**config.mk**
```make
export PLATFORM = sky130hd
export DESIGN_NAME = sched_madd
export DESIGN_NICKNAME = d
export VERILOG_FILES = /design/src/rtl/sched_madd_pkg.sv /design/src/rtl/sched_madd_ctrl.sv /design/src/rtl/sched_madd_lane.sv /design/src/rtl/sched_madd_dp.sv /design/src/rtl/sched_madd.sv
export SDC_FILE = /design/constraint.sdc
export NUM_CORES = 2
export LEC_CHECK = 0
export BUFFER_PORTS_ARGS = -buffer_cell sky130_fd_sc_hd__buf_2
export CORE_ASPECT_RATIO = 1.5
export CORE_MARGIN = 2
export CORE_UTILIZATION = 55
export DETAILED_ROUTE_END_ITERATION = 6
export PLACE_DENSITY = 0.73
export SLEW_MARGIN = 15
export SYNTH_ARGS = -nofsm -noshare
export SYNTH_HDL_FRONTEND = slang
export SYNTH_HIERARCHICAL = 1
export SYNTH_SLANG_ARGS = --single-unit
```
**constraint.sdc**
```tcl
create_clock -name clk -period 43.8 [get_ports clk]
set_clock_uncertainty 0.1 [all_clocks]
set_input_delay 10.95 -clock clk [delete_from_list [all_inputs] [get_ports clk]]
set_output_delay 10.95 -clock clk [all_outputs]
set_load 0.02 [all_outputs]
```
**src/rtl/sched_madd_pkg.sv**
```systemverilog
package sched_madd_pkg;

  typedef enum logic [1:0] {
    SCH_NONE   = 2'd0,
    SCH_ALU    = 2'd1,
    SCH_ONEMUL = 2'd2,
    SCH_FULL   = 2'd3
  } sched_e;

  localparam int STEP_W = 3;

  // Strobes from the sequencer to the datapath for one state.
  typedef struct packed {
    logic capture;
    logic wrCopy;
    logic wrMul1;
    logic wrMul2;
    logic wrSum;
    logic wrRes;
    logic fwdCopy;
    logic fwdMul1;
    logic fwdMul2;
    logic fwdSum;
  } stepCtl_t;

  function automatic logic [STEP_W-1:0] stepsFor(sched_e m);
    case (m)
      SCH_NONE:   stepsFor = STEP_W'(5);
      SCH_ALU:    stepsFor = STEP_W'(4);
      SCH_ONEMUL: stepsFor = STEP_W'(3);
      default:    stepsFor = STEP_W'(1);
    endcase
  endfunction

endpackage

```
**src/rtl/sched_madd_ctrl.sv**
```systemverilog
module sched_madd_ctrl
  import sched_madd_pkg::*;
(
  input  logic       clk,
  input  logic       rstN,
  input  logic       start,
  input  logic [1:0] sched,
  output stepCtl_t   ctl,
  output logic       busy,
  output logic       done
);

  typedef enum logic {ST_IDLE, ST_RUN} phase_e;

  phase_e             phase;
  sched_e             schedQ;
  logic [STEP_W-1:0]  step;
  logic               lastStep;

  assign busy     = (phase == ST_RUN);
  assign lastStep = (step == stepsFor(schedQ) - STEP_W'(1));

  always_comb begin
    ctl         = '0;
    ctl.capture = (phase == ST_IDLE) && start;
    if (phase == ST_RUN) begin
      case (schedQ)
        SCH_NONE: begin
          ctl.wrCopy = (step == STEP_W'(0));
          ctl.wrMul1 = (step == STEP_W'(1));
          ctl.wrMul2 = (step == STEP_W'(2));
          ctl.wrSum  = (step == STEP_W'(3));
          ctl.wrRes  = (step == STEP_W'(4));
        end
        SCH_ALU: begin
          ctl.fwdSum = 1'b1;
          ctl.wrCopy = (step == STEP_W'(0));
          ctl.wrMul1 = (step == STEP_W'(1));
          ctl.wrMul2 = (step == STEP_W'(2));
          ctl.wrRes  = (step == STEP_W'(3));
        end
        SCH_ONEMUL: begin
          ctl.fwdCopy = 1'b1;
          ctl.fwdSum  = 1'b1;
          ctl.wrMul1  = (step == STEP_W'(0));
          ctl.wrMul2  = (step == STEP_W'(1));
          ctl.wrRes   = (step == STEP_W'(2));
        end
        default: begin
          ctl.fwdCopy = 1'b1;
          ctl.fwdMul1 = 1'b1;
          ctl.fwdMul2 = 1'b1;
          ctl.fwdSum  = 1'b1;
          ctl.wrRes   = 1'b1;
        end
      endcase
    end
  end

  always_ff @(posedge clk or negedge rstN) begin
    if (!rstN) begin
      phase  <= ST_IDLE;
      schedQ <= SCH_NONE;
      step   <= '0;
      done   <= 1'b0;
    end else begin
      done <= 1'b0;
      if (phase == ST_IDLE) begin
        if (start) begin
          phase  <= ST_RUN;
          schedQ <= sched_e'(sched);
          step   <= '0;
        end
      end else if (lastStep) begin
        phase <= ST_IDLE;
        done  <= 1'b1;
      end else begin
        step <= step + STEP_W'(1);
      end
    end
  end

endmodule

```
**src/rtl/sched_madd_lane.sv**
```systemverilog
module sched_madd_lane
  import sched_madd_pkg::*;
#(
  parameter int DATA_W = 32,
  parameter int MUL_W  = 16
) (
  input  logic              clk,
  input  logic              rstN,
  input  stepCtl_t          ctl,
  input  logic [MUL_W-1:0]  srcQ,
  input  logic [MUL_W-1:0]  coefAQ,
  input  logic [MUL_W-1:0]  coefBQ,
  output logic [DATA_W-1:0] prodOut
);

  localparam int PROD_W = 2 * MUL_W;

  logic [MUL_W-1:0]  copyR, copyV;
  logic [MUL_W-1:0]  firstR, firstNew, firstV;
  logic [DATA_W-1:0] secondR, secondNew;
  logic [PROD_W-1:0] firstWide, secondWide;

  // Copy stage: either the held copy or the operand passed straight on.
  assign copyV = ctl.fwdCopy ? srcQ : copyR;

  // First multiply; only its low MUL_W bits feed the next multiplier.
  assign firstWide = PROD_W'(copyV) * PROD_W'(coefAQ);
  assign firstNew  = firstWide[MUL_W-1:0];
  assign firstV    = ctl.fwdMul1 ? firstNew : firstR;

  // Second multiply, full product width.
  assign secondWide = PROD_W'(firstV) * PROD_W'(coefBQ);
  assign secondNew  = DATA_W'(secondWide);
  assign prodOut    = ctl.fwdMul2 ? secondNew : secondR;

  always_ff @(posedge clk or negedge rstN) begin
    if (!rstN) begin
      copyR   <= '0;
      firstR  <= '0;
      secondR <= '0;
    end else begin
      if (ctl.wrCopy) copyR   <= srcQ;
      if (ctl.wrMul1) firstR  <= firstNew;
      if (ctl.wrMul2) secondR <= secondNew;
    end
  end

endmodule

```
**src/rtl/sched_madd_dp.sv**
```systemverilog
module sched_madd_dp
  import sched_madd_pkg::*;
#(
  parameter int DATA_W = 32,
  parameter int MUL_W  = 16
) (
  input  logic              clk,
  input  logic              rstN,
  input  stepCtl_t          ctl,
  input  logic [DATA_W-1:0] leftSrc,
  input  logic [DATA_W-1:0] leftCoefA,
  input  logic [DATA_W-1:0] leftCoefB,
  input  logic [DATA_W-1:0] rightSrc,
  input  logic [DATA_W-1:0] rightCoefA,
  input  logic [DATA_W-1:0] rightCoefB,
  input  logic [DATA_W-1:0] addend,
  output logic [DATA_W-1:0] result
);

  localparam int LANES = 2;

  logic [MUL_W-1:0]  srcIn   [LANES];
  logic [MUL_W-1:0]  coefAIn [LANES];
  logic [MUL_W-1:0]  coefBIn [LANES];
  logic [MUL_W-1:0]  srcQ    [LANES];
  logic [MUL_W-1:0]  coefAQ  [LANES];
  logic [MUL_W-1:0]  coefBQ  [LANES];
  logic [DATA_W-1:0] laneProd[LANES];
  logic [DATA_W-1:0] addendQ;
  logic [DATA_W-1:0] sumR, sumNew, sumV;
  logic              unusedHighBits;

  assign srcIn[0]   = leftSrc[MUL_W-1:0];
  assign coefAIn[0] = leftCoefA[MUL_W-1:0];
  assign coefBIn[0] = leftCoefB[MUL_W-1:0];
  assign srcIn[1]   = rightSrc[MUL_W-1:0];
  assign coefAIn[1] = rightCoefA[MUL_W-1:0];
  assign coefBIn[1] = rightCoefB[MUL_W-1:0];

  // Upper operand bits never reach a multiplier by definition.
  assign unusedHighBits = ^{leftSrc[DATA_W-1:MUL_W], leftCoefA[DATA_W-1:MUL_W],
                            leftCoefB[DATA_W-1:MUL_W], rightSrc[DATA_W-1:MUL_W],
                            rightCoefA[DATA_W-1:MUL_W], rightCoefB[DATA_W-1:MUL_W]};

  for (genvar g = 0; g < LANES; g++) begin : gLane
    always_ff @(posedge clk or negedge rstN) begin
      if (!rstN) begin
        srcQ[g]   <= '0;
        coefAQ[g] <= '0;
        coefBQ[g] <= '0;
      end else if (ctl.capture) begin
        srcQ[g]   <= srcIn[g];
        coefAQ[g] <= coefAIn[g];
        coefBQ[g] <= coefBIn[g];
      end
    end

    sched_madd_lane #(
      .DATA_W(DATA_W),
      .MUL_W (MUL_W)
    ) i_lane (
      .clk    (clk),
      .rstN   (rstN),
      .ctl    (ctl),
      .srcQ   (srcQ[g]),
      .coefAQ (coefAQ[g]),
      .coefBQ (coefBQ[g]),
      .prodOut(laneProd[g])
    );
  end

  assign sumNew = laneProd[0] + laneProd[1];
  assign sumV   = ctl.fwdSum ? sumNew : sumR;

  always_ff @(posedge clk or negedge rstN) begin
    if (!rstN) begin
      addendQ <= '0;
      sumR    <= '0;
      result  <= '0;
    end else begin
      if (ctl.capture) addendQ <= addend;
      if (ctl.wrSum)   sumR    <= sumNew;
      if (ctl.wrRes)   result  <= addendQ + sumV;
    end
  end

endmodule

```
**src/rtl/sched_madd.sv**
```systemverilog
module sched_madd
  import sched_madd_pkg::*;
#(
  parameter int DATA_W = 32,
  parameter int MUL_W  = 16
) (
  input  logic              clk,
  input  logic              rstN,
  input  logic              start,
  input  logic [1:0]        sched,
  input  logic [DATA_W-1:0] leftSrc,
  input  logic [DATA_W-1:0] leftCoefA,
  input  logic [DATA_W-1:0] leftCoefB,
  input  logic [DATA_W-1:0] rightSrc,
  input  logic [DATA_W-1:0] rightCoefA,
  input  logic [DATA_W-1:0] rightCoefB,
  input  logic [DATA_W-1:0] addend,
  output logic              busy,
  output logic              done,
  output logic [DATA_W-1:0] result
);

  stepCtl_t ctl;

  sched_madd_ctrl i_ctrl (
    .clk  (clk),
    .rstN (rstN),
    .start(start),
    .sched(sched),
    .ctl  (ctl),
    .busy (busy),
    .done (done)
  );

  sched_madd_dp #(
    .DATA_W(DATA_W),
    .MUL_W (MUL_W)
  ) i_dp (
    .clk       (clk),
    .rstN      (rstN),
    .ctl       (ctl),
    .leftSrc   (leftSrc),
    .leftCoefA (leftCoefA),
    .leftCoefB (leftCoefB),
    .rightSrc  (rightSrc),
    .rightCoefA(rightCoefA),
    .rightCoefB(rightCoefB),
    .addend    (addend),
    .result    (result)
  );

endmodule

```
==> flow_summary.ini <==
[status]
outcome = finished, final reports clean

[critical_path]
worstReg2RegEnd = i_dp/result[30]
crit_required_ns = 44.19
cp_max_fo = 32
worst-r2r-cell-count = 57
cp_top_family = adder cells
cp-start-kind = register
cp_common_cell = fa_1
critPathBufInv = 10
cp_slowest_cell = dfrtp_1
reg2reg_from = i_ctrl/busy
crit_type = register to register
r2r_setup_slack_ns = 26.33
cp_data_arrival_time_ns = 17.86
slowest_delay_ns = 0.62
crit_end = i_dp/result[30]
crit_cells = 57
crit_path_start = i_ctrl/busy
cp-end-kind = register

[detailed_routing]
routedWlPerCell_um = 19.2
firstDrtPassIters = 5
drt_wl_total_mm = 104
drc_errors = 0
viasPerCell = 5.64
ant_nets = 0
drtIter0Drc = 1579
vias = 30800

[layout]
syn2layout_area_growth_pct = 7.16
final_nets = 5574
antenna_cells = 0
drive_gt1_share_pct = 16.7

[yosys]
netlist_top_cells_area = fa_1 26%, dfrtp_1 19%, ha_1 11%
synth_top_area_share_pct = 26.0
synth_common_cells = 743 x inv_1, 550 x fa_1, 502 x nand2_1
synth-seq-cells = 327
synth_top_cell_by_area = fa_1
syn-instance-count = 4351
synth-main-ff-cell = dfrtp_1
synth_cell_types = 90
synth_edf_count = 0
yosysWarnings = 6
synth_nets = 5510
async_flop_share_pct = 100
synth_area_per_cell_um2 = 9.75
yosysMostFrequentCell = inv_1
yosysSeqAreaShare_pct = 19.3
synth.cell_area_mm2 = 0.0424

[place]
dp_hpwl_mm = 80.4
gp_congestion = 0.943
port-buffer-count = 166

[grt]
grt_pass1_wl_mm = 170
grt_usage_pct = 27.1
overflow = 0
antenna_found_initial = 0
grt_max_degree = 133
first_global_vias = 33000

[sta]
hold_viol_final = 0
finalSetupViolCount = 0
worstMarginPinSlew_ns = 1.21
finalCritPeriodShare_pct = 39.9
max_freq_ghz = 0.0572
finalMaxSlewViolations = 0
rsz0062_at_grt = false
min_period_ns = 17.47
tns_ns = 0
max_slew_margin_pct = 16.9

[floorplanning]
dieArea_mm2 = 0.0794
core_mm2 = 0.0763
initial_utilization_pct = 55.6
rows = 124
pin_count = 263
die_h_um = 344
die_x_um = 231

[cts]
h-tree-depth = 2
clkTransAtPathRegs_ns = 0.06
ctsHoldBuffers = 0
cts-root-buf = clkbuf_16
cts_buffer_depth = 3
cts_resized = 0
numCtsBuffers = 38
clk-insertion-delay-late_ns = 0.60
cts_sinks = 327
tritoncts = yes
cts_setup_buffers = 0

[run]
cap_violations = 0

[min_path]
hold_path_class = register to register
## worst min-delay path by stage
stage / from / to / depth (start not counted)
after floorplan: i_dp/gLane[1].i_lane/secondR[30] / i_dp/gLane[1].i_lane/secondR[30] / 1
after global placement: i_dp/result[19] / i_dp/result[19] / 2
after detailed placement: i_dp/result[27] / i_dp/result[27] / 1
final: i_dp/result[27] / i_dp/result[27] / 1
after CTS: i_dp/gLane[1].i_lane/secondR[30] / i_dp/gLane[1].i_lane/secondR[30] / 1
after global routing: i_dp/gLane[1].i_lane/secondR[30] / i_dp/gLane[1].i_lane/secondR[30] / 1
## state kept, by name (all words and copies together) (netlist names)
name and cells:
i_dp/coefBQ 32, i_ctrl/step 3, i_dp/addendQ 32, i_dp/result 32
i_dp/sumR 32, i_dp/gLane.i_lane/secondR 64, i_dp/coefAQ 32, i_dp/srcQ 32
i_dp/gLane.i_lane/copyR 32, i_ctrl/busy 1, i_dp/gLane.i_lane/firstR 32, i_ctrl/done 1
i_ctrl/schedQ 2
## layer usage
layer / track usage [%] / vias up / share of wire [%] / routed length, µm
li1: - / 14100 / - / -
met1: 31.5 / 15500 / 38 / 39900
met2: 50.0 / 901 / 52 / 54600
met3: 2.91 / 281 / 4.6 / 4830
met4: 12.8 / 0 / 4.9 / 5070
met5: 0 / - / 0 / 0
## final cells by class
cell class              count  area (µm²)
clock buffers              44         993
clock inverters            25         379
fillers                  6559       30900
inverters                 744        2790
multi-input cells        3114       30800
flip-flops and latches    327        8180
well taps                1008        1260
repair buffers            190        1030
## metrics by stage
stage               worst slack (ns)  cells  hold slack [ns]  cell area (µm²)  util [%]
finish                         26.33   5452            0.398            45500      59.5
floorplan                      29.01   4351            0.360            42400         -
global placement               26.67   5383            0.363            44100      57.7
global route                   25.85   5452            0.408            45500      59.5
detailed placement             26.55   5383            0.372            44100      57.7
CTS                            26.54   5452            0.395            45500      59.5
## cell families (layout without fill, tap and decap cells)
family	Yosys count	in the layout	synth area share [%]
fa+ha+maj	930	930	37.2
xor+xnor	183	183	3.91
flops	327	327	19.3
compound gates	462	462	7.50
buf+inv	910	1003	8.23
mux	436	436	11.7
simple gates	1103	1103	12.2
## cell usage in the layout, fill, tap and decap left out, drive strengths merged, types with 136 or more instances in the layout
cell type and n:
a21oi 136, and2 235, buf 190, dfrtp 327
fa 550, ha 380, inv 750, mux2 423
nand2 505, nor2 166, xnor2 145
## worst reg2reg max path: cells and delay by family (launching register included)
kind            cells  cell delay [ns]
mux                 4             1.53
simple gates        9             2.22
fa+ha+maj          16             7.19
flops               1             0.62
compound gates     14             3.81
buf+inv            10             1.32
xor+xnor            4             0.57
Power is left out: the tool's default activity adds up to more than one toggle a clock period on the data nets, which glitch-free logic cannot reach.
